<file path="src/rtl/uart_tx_pkg.sv">
package uart_tx_pkg;
  localparam int unsigned DATA_MAX  = 9;
  localparam int unsigned FRAME_MAX = 1 + DATA_MAX + 1 + 2;
  localparam int unsigned CNT_W     = $clog2(FRAME_MAX + 1);
  localparam int unsigned OVS       = 16;

  typedef enum logic [1:0] {
    LEN_7 = 2'd0,
    LEN_8 = 2'd1,
    LEN_9 = 2'd2
  } len_e;

  function automatic logic [CNT_W-1:0] data_bits(input logic [1:0] len);
    case (len)
      LEN_7:   return CNT_W'(7);
      LEN_8:   return CNT_W'(8);
      default: return CNT_W'(9);
    endcase
  endfunction
endpackage

</file>
<file path="src/rtl/uart_tx_baud.sv">
module uart_tx_baud #(
  parameter int unsigned DIV_W = 8
) (
  input  logic             clk_i,
  input  logic             rst_ni,
  input  logic             run_i,
  input  logic             src_en_i,
  input  logic [DIV_W-1:0] div_i,
  output logic             tick_o
);
  import uart_tx_pkg::*;
  localparam int unsigned SUB_W = $clog2(OVS);

  logic [DIV_W-1:0] cnt_q;
  logic [SUB_W-1:0] sub_q;

  always_ff @(posedge clk_i or negedge rst_ni) begin
    if (!rst_ni) begin
      cnt_q <= '0;
      sub_q <= '0;
    end else if (!run_i) begin
      cnt_q <= div_i;
      sub_q <= '0;
    end else if (src_en_i) begin
      if (cnt_q == '0) begin
        cnt_q <= div_i;
        sub_q <= sub_q + 1'b1;
      end else begin
        cnt_q <= cnt_q - 1'b1;
      end
    end
  end

  assign tick_o = run_i && src_en_i && (cnt_q == '0) && (sub_q == SUB_W'(OVS - 1));


  tick_spacing_chk: assert property (@(posedge clk_i) disable iff (!rst_ni)
    tick_o |=> !tick_o);
endmodule

</file>
<file path="src/rtl/uart_tx_frame.sv">
module uart_tx_frame (
  input  logic       clk_i,
  input  logic       rst_ni,
  input  logic       load_i,
  input  logic [8:0] data_i,
  input  logic [1:0] len_i,
  input  logic       par_en_i,
  input  logic       par_odd_i,
  input  logic       stop2_i,
  input  logic       tick_i,
  output logic       busy_o,
  output logic       done_o,
  output logic       txd_o
);
  import uart_tx_pkg::*;
  localparam int unsigned FW = FRAME_MAX;

  logic [FW-1:0]    sr_q, frame;
  logic [CNT_W-1:0] left_q, nd, total;
  logic             busy_q, par;

  // Assemble the frame LSB-first: start, data, parity, stops (stops come from the '1 fill)
  always_comb begin
    nd    = data_bits(len_i);
    frame = '1;
    frame[0] = 1'b0;
    par   = par_odd_i;
    for (int j = 0; j < int'(DATA_MAX); j++) begin
      if (CNT_W'(j) < nd) begin
        frame[j+1] = data_i[j];
        par        = par ^ data_i[j];
      end
    end
    if (par_en_i) frame[nd + CNT_W'(1)] = par;
    total = CNT_W'(2) + nd + CNT_W'(par_en_i) + CNT_W'(stop2_i);
  end

  assign done_o = busy_q && tick_i && (left_q == CNT_W'(1));

  always_ff @(posedge clk_i or negedge rst_ni) begin
    if (!rst_ni) begin
      sr_q   <= '1;
      left_q <= '0;
      busy_q <= 1'b0;
    end else if (load_i) begin
      sr_q   <= frame;
      left_q <= total;
      busy_q <= 1'b1;
    end else if (busy_q && tick_i) begin
      sr_q   <= {1'b1, sr_q[FW-1:1]};
      left_q <= left_q - 1'b1;
      if (left_q == CNT_W'(1)) busy_q <= 1'b0;
    end
  end

  assign busy_o = busy_q;
  assign txd_o  = busy_q ? sr_q[0] : 1'b1;


  start_after_load_chk: assert property (@(posedge clk_i) disable iff (!rst_ni)
    load_i |=> busy_o && !txd_o);

  bit_hold_chk: assert property (@(posedge clk_i) disable iff (!rst_ni)
    busy_q && !tick_i |=> $stable(txd_o));
endmodule

</file>
<file path="src/rtl/uart_dbl_tx.sv">
module uart_dbl_tx #(
  parameter int unsigned DIV_W = 8
) (
  input  logic             clk_i,
  input  logic             rst_ni,
  input  logic             src_en_i,
  input  logic [DIV_W-1:0] div_i,
  input  logic             tx_en_i,
  input  logic [1:0]       len_i,
  input  logic             par_en_i,
  input  logic             par_odd_i,
  input  logic             stop2_i,
  input  logic             irq_sel_i,
  input  logic             wr_i,
  input  logic [8:0]       wr_data_i,
  input  logic             irq_ack_i,
  input  logic             ovr_clr_i,
  output logic             txd_o,
  output logic             buf_empty_o,
  output logic             tx_empty_o,
  output logic             overrun_o,
  output logic             irq_o
);
  logic [8:0] buf_q;
  logic       full_q, irq_q, ovr_q;
  logic       busy, done, tick, load, wr_acc, irq_set;

  assign load    = tx_en_i && full_q && (!busy || done);
  assign wr_acc  = wr_i && (!full_q || load);
  assign irq_set = irq_sel_i ? (done && !full_q) : load;

  always_ff @(posedge clk_i or negedge rst_ni) begin
    if (!rst_ni) begin
      buf_q  <= '0;
      full_q <= 1'b0;
      irq_q  <= 1'b0;
      ovr_q  <= 1'b0;
    end else begin
      if (wr_acc) buf_q <= wr_data_i;
      if (wr_acc)    full_q <= 1'b1;
      else if (load) full_q <= 1'b0;
      if (irq_set)        irq_q <= 1'b1;
      else if (irq_ack_i) irq_q <= 1'b0;
      if (wr_i && !wr_acc) ovr_q <= 1'b1;
      else if (ovr_clr_i)  ovr_q <= 1'b0;
    end
  end

  uart_tx_baud #(.DIV_W(DIV_W)) u_baud (
    .clk_i   (clk_i),
    .rst_ni  (rst_ni),
    .run_i   (busy),
    .src_en_i(src_en_i),
    .div_i   (div_i),
    .tick_o  (tick)
  );

  uart_tx_frame u_frame (
    .clk_i    (clk_i),
    .rst_ni   (rst_ni),
    .load_i   (load),
    .data_i   (buf_q),
    .len_i    (len_i),
    .par_en_i (par_en_i),
    .par_odd_i(par_odd_i),
    .stop2_i  (stop2_i),
    .tick_i   (tick),
    .busy_o   (busy),
    .done_o   (done),
    .txd_o    (txd_o)
  );

  assign buf_empty_o = !full_q;
  assign tx_empty_o  = !full_q && !busy;
  assign overrun_o   = ovr_q;
  assign irq_o       = irq_q;


  empty_idle_chk: assert property (@(posedge clk_i) disable iff (!rst_ni)
    tx_empty_o |-> txd_o);

  irq_hold_chk: assert property (@(posedge clk_i) disable iff (!rst_ni)
    irq_o && !irq_ack_i |=> irq_o);

  irq_handover_chk: assert property (@(posedge clk_i) disable iff (!rst_ni)
    !irq_sel_i && load |=> irq_o);

  no_start_chk: assert property (@(posedge clk_i) disable iff (!rst_ni)
    !tx_en_i && !busy |=> !busy);

  ovr_ignore_chk: assert property (@(posedge clk_i) disable iff (!rst_ni)
    wr_i && full_q && !load |=> $stable(buf_q) && overrun_o);
endmodule

</file>
<file path="config.mk">
export PLATFORM = sky130hd
export DESIGN_NAME = uart_dbl_tx
export DESIGN_NICKNAME = d
export VERILOG_FILES = /design/src/rtl/uart_tx_pkg.sv /design/src/rtl/uart_tx_baud.sv /design/src/rtl/uart_tx_frame.sv /design/src/rtl/uart_dbl_tx.sv
export SDC_FILE = /design/constraint.sdc
export NUM_CORES = 1
export LEC_CHECK = 0
export BUFFER_PORTS_ARGS = -buffer_cell sky130_fd_sc_hd__buf_2
export CAP_MARGIN = 25
export CORE_MARGIN = 2
export CORE_UTILIZATION = 57
export CTS_CLUSTER_SIZE = 28
export DETAILED_ROUTE_END_ITERATION = 16
export PLACE_DENSITY = 0.8
export REMOVE_ABC_BUFFERS = 1
export SYNTH_ARGS = -nofsm -noshare
export SYNTH_HDL_FRONTEND = slang
export SYNTH_SLANG_ARGS = --single-unit
</file>
<file path="constraint.sdc">
create_clock -name clk_i -period 4.4 [get_ports clk_i]
set_input_delay 0.22 -clock clk_i [delete_from_list [all_inputs] [get_ports clk_i]]
set_output_delay 0.22 -clock clk_i [all_outputs]
set_load 0.01 [all_outputs]
</file>
==> metrics.md <==
| Metric | Value |
|---|---|
| Mapped cell area | around 0.0023 mm^2 |
| Lkg Pwr | roughly 1.1 nW |
| Fmax | ~420 MHz |
| Reg clk slew, reported paths | around 0.080 ns |
| Fillers | roughly 330 |
| R2r setup slk | around 2.0 ns |
| FF+latch count, synth | 42 |
| Multi-input logic area | ~0.0012 mm^2 |
| Clock power share | 0.213 |
| TritonCTS Buffers | 5 |
| H-tree lvl count | 2 |
| Place WS | slightly above 2 ns |
| Vias per cell | between 5 and 6 |
| Internal Power | 0.000777 W |
| Post-Route WL | around 4100 um |
| Vias | between 1500 and 2000 |
| Number of max-cap violations | 0 |
| Sink Count | 42 |
| Fin crit share | 0.541 |
| Switch share | 0.329 |
| Setup tns final | 0 ns |
| Synth top area share | 0.314 |
| Relative slew slack | 0.389 |
| Worst Clk Skew | 0.00337 ns |
| Critical path buffer and inverter count | 0 |
| ANT nets after route | 0 |
| Core ar. | around 0.0039 mm^2 |
| Hold_buf cts | 0 |
| Final worst-path setup slack | between 2 and 2.5 ns |
| Nature of the critical path endpoint | flip-flop |
| Number of global-route vias before repair | ~1600 |
| R2R Path End | u_frame.left_q[2] |
| Slew Viols, Final | 0 |
| Area growth, synth to finish | 12.0% |
| Detailed Place HPWL | ~2900 um |
| CP Launch Type | flip-flop |
| Clock tree buffer depth | 2 |
| Setup Buffers After CTS | 0 |
| IO Pins | 35 |
| Logic pwr share | 0.282 |
| Reg2Reg Depth | 5 |
| Syn_area_per_cell | 10.4 um^2 |
| Root buffer cell | clkbuf_8 |
| Final Power | around 0.0012 W |
| Final setup viols | 0 |
| Worst flop-to-flop path startpoint | u_frame.busy_o |
| Register Area | approximately 0.0011 mm^2 |
| Slowest-stage cell, CP | dfrtp_1 |
| EDFF count, synth | 0 |
| Width of the die | around 68 um |
| Post-CTS Resized | 0 |
| CP max FO | 21 |
| Synth Warn # | 0 |
| Core Rows | 23 |
| Share of layout cells above drive strength 1 | 0.281 |
| Iteration-0 DRC count of the detailed router | 151 |
| Final Critical Period | between 2 and 2.5 ns |
| Required @ worst endpoint | between 4 and 5 ns |
| Post-synth top cells | dfrtp_1 (29), nand2_1 (27), o21ai_0 (23), mux2i_1 (14), dfstp_2 (13) |
| Pwr Density | approximately 450 mW/mm^2 |
| Starting Density | 0.587 |
| Crit-path cells | and4_1 -> and3_1 -> nand2_1 -> xor2_1 -> o21ai_0 |
| Seq/Total Area, Yosys | 0.461 |
| DR DRC count | 0 |
| Arr. time, crit path | ~2.6 ns |
| Hold Path Class | in -> async |
| Reg power frac | 0.504 |
| CTS tree | built |
| Final #Nets | about 290 |
| Worst-Skew Late Latency | approximately 0.3 ns |
| NetSw | about 0.00038 W |
| Most frequent cell after synthesis | dfrtp_1 |
| Cells after synthesis | about 220 |
| Worst vdd ir | 0.000235 V |
| Worst stage delay on the critical path | between 0.7 and 0.8 ns |
| Crit path kind | reg -> reg |
| Synth area leaders | dfrtp_1 (31%), dfstp_2 (15%), mux2i_1 (6.1%) |
| GRT overflow | 0 |
| Tot GR Track Use | 0.205 |
| RSZ-0062 raised after global routing | no |
| Yosys cell types | 45 |
| Top FF cell, synth | dfrtp_1 |
| PortBufs | 34 |
| Status | complete, no violations |
| Tightest Pin Transition | between 0.9 and 1 ns |
| GPL Wtd Cong | between 0.7 and 0.8 |
| Crit path from | u_frame.busy_o |
| Setup crit end | u_frame.left_q[2] |
| First-pass GRT wire length | slightly below 7000 um |
| Async S/R FF share, synth | 1.00 |
| Initial antenna violation count | 0 |
| Final Hold Viols | 0 |
| Levels on crit path | 5 |
| WL/cell | 13.5 um |
| DIE HEIGHT | around 68 um |
| CP delay by family, top | simple AND/OR/NAND/NOR gates |
| Die ar. | roughly 0.0046 mm^2 |
| Router iterations before antenna repair | 5 |
| Post-synth top area cell | dfrtp_1 |
| Largest net degree at the start of global routing | between 40 and 50 |
| # diodes | 0 |
[final cells by class]
class | instances | share of cell area
Timing Repair Buffer | 35 | 0.0686
Clock inverter | 2 | 0.00531
Multi-Input combinational cell | 160 | 0.446
Sequential cell | 42 | 0.412
Tap cell | 50 | 0.0241
Clock buffer | 6 | 0.0280
Inverter | 11 | 0.0159
[cells by family after synthesis]
kind of cell / count (synthesis) / synth area share
AOI/OAI and AO/OA: 45 / 0.128
xor gates and xnor gates: 16 / 0.0665
adders and majority gates: 8 / 0.0465
buffers and inverters: 20 / 0.0389
DFF: 42 / 0.461
muxes: 23 / 0.104
and+or+nand+nor: 68 / 0.155
[worst min-delay path by stage]
| stage | endpoint |
|---|---|
| floorplan | buf_q[0] |
| global placement | u_baud.cnt_q[0] |
| detailed placement | u_baud.cnt_q[3] |
| CTS | u_baud.sub_q[1] |
| global route | u_baud.sub_q[2] |
| finish | u_baud.cnt_q[0] |
[per-stage QoR]
step                      utilization  hold slack, ns  std cells  area, um^2
final                           0.657          0.0508        306        2590
after global routing            0.657           0.138        306        2590
after CTS                       0.657          0.0804        306        2590
after detailed placement        0.635           0.407        298        2500
after global placement          0.635           0.398        298        2500
after floorplan                     -         -0.0756        213        2260
[flip-flops by register name, summed over array words and instances, names as in the netlist]
register        cells
full_q              1
u_baud.sub_q        4
u_frame.busy_o      1
irq_o               1
u_frame.left_q      4
u_frame.sr_q       13
buf_q               9
overrun_o           1
u_baud.cnt_q        8
[power groups by stage]
stage / clock, W / sequential (W) / combinational (W)
after detailed placement: 0 / 0.000589 / 0.000329
after CTS: 0.000253 / 0.000583 / 0.000330
after global routing: 0.000269 / 0.000599 / 0.000369
final: 0.000247 / 0.000584 / 0.000327
after floorplan: 0 / 0.000566 / 0.000263
after global placement: 0 / 0.000584 / 0.000318
[cell usage in the layout (no fill, tap or decap), types with 3 or more instances in the layout]
cell / n
buf_2: 34
dfrtp_1: 29
nand2_1: 27
o21ai_0: 23
mux2i_1: 14
dfstp_2: 13
inv_1: 11
xnor2_1: 10
mux2_2: 9
a21oi_1: 8
ha_1: 7
nor2_1: 6
xor2_1: 5
clkbuf_8: 5
nand2b_1: 4
nand4_1: 4
nand3_1: 4
nor2b_1: 4
and2_1: 3
nor3_1: 3
[worst reg2reg max path, delay by kind of cell, from the launching register on]
kind	cells	cell delay, ns
simple gates	3	1.21
flops	1	0.79
compound gates	1	0.13
xor+xnor	1	0.17
[metal layers]
metal,global-route usage,part of all wire,vias up
li1,-,-,846
met1,0.251,0.48,754
met2,0.347,0.46,39
met3,0.0467,0.041,9
met4,0.0867,0.019,0
met5,0,0,-
Power figures use the tool's default switching activity.
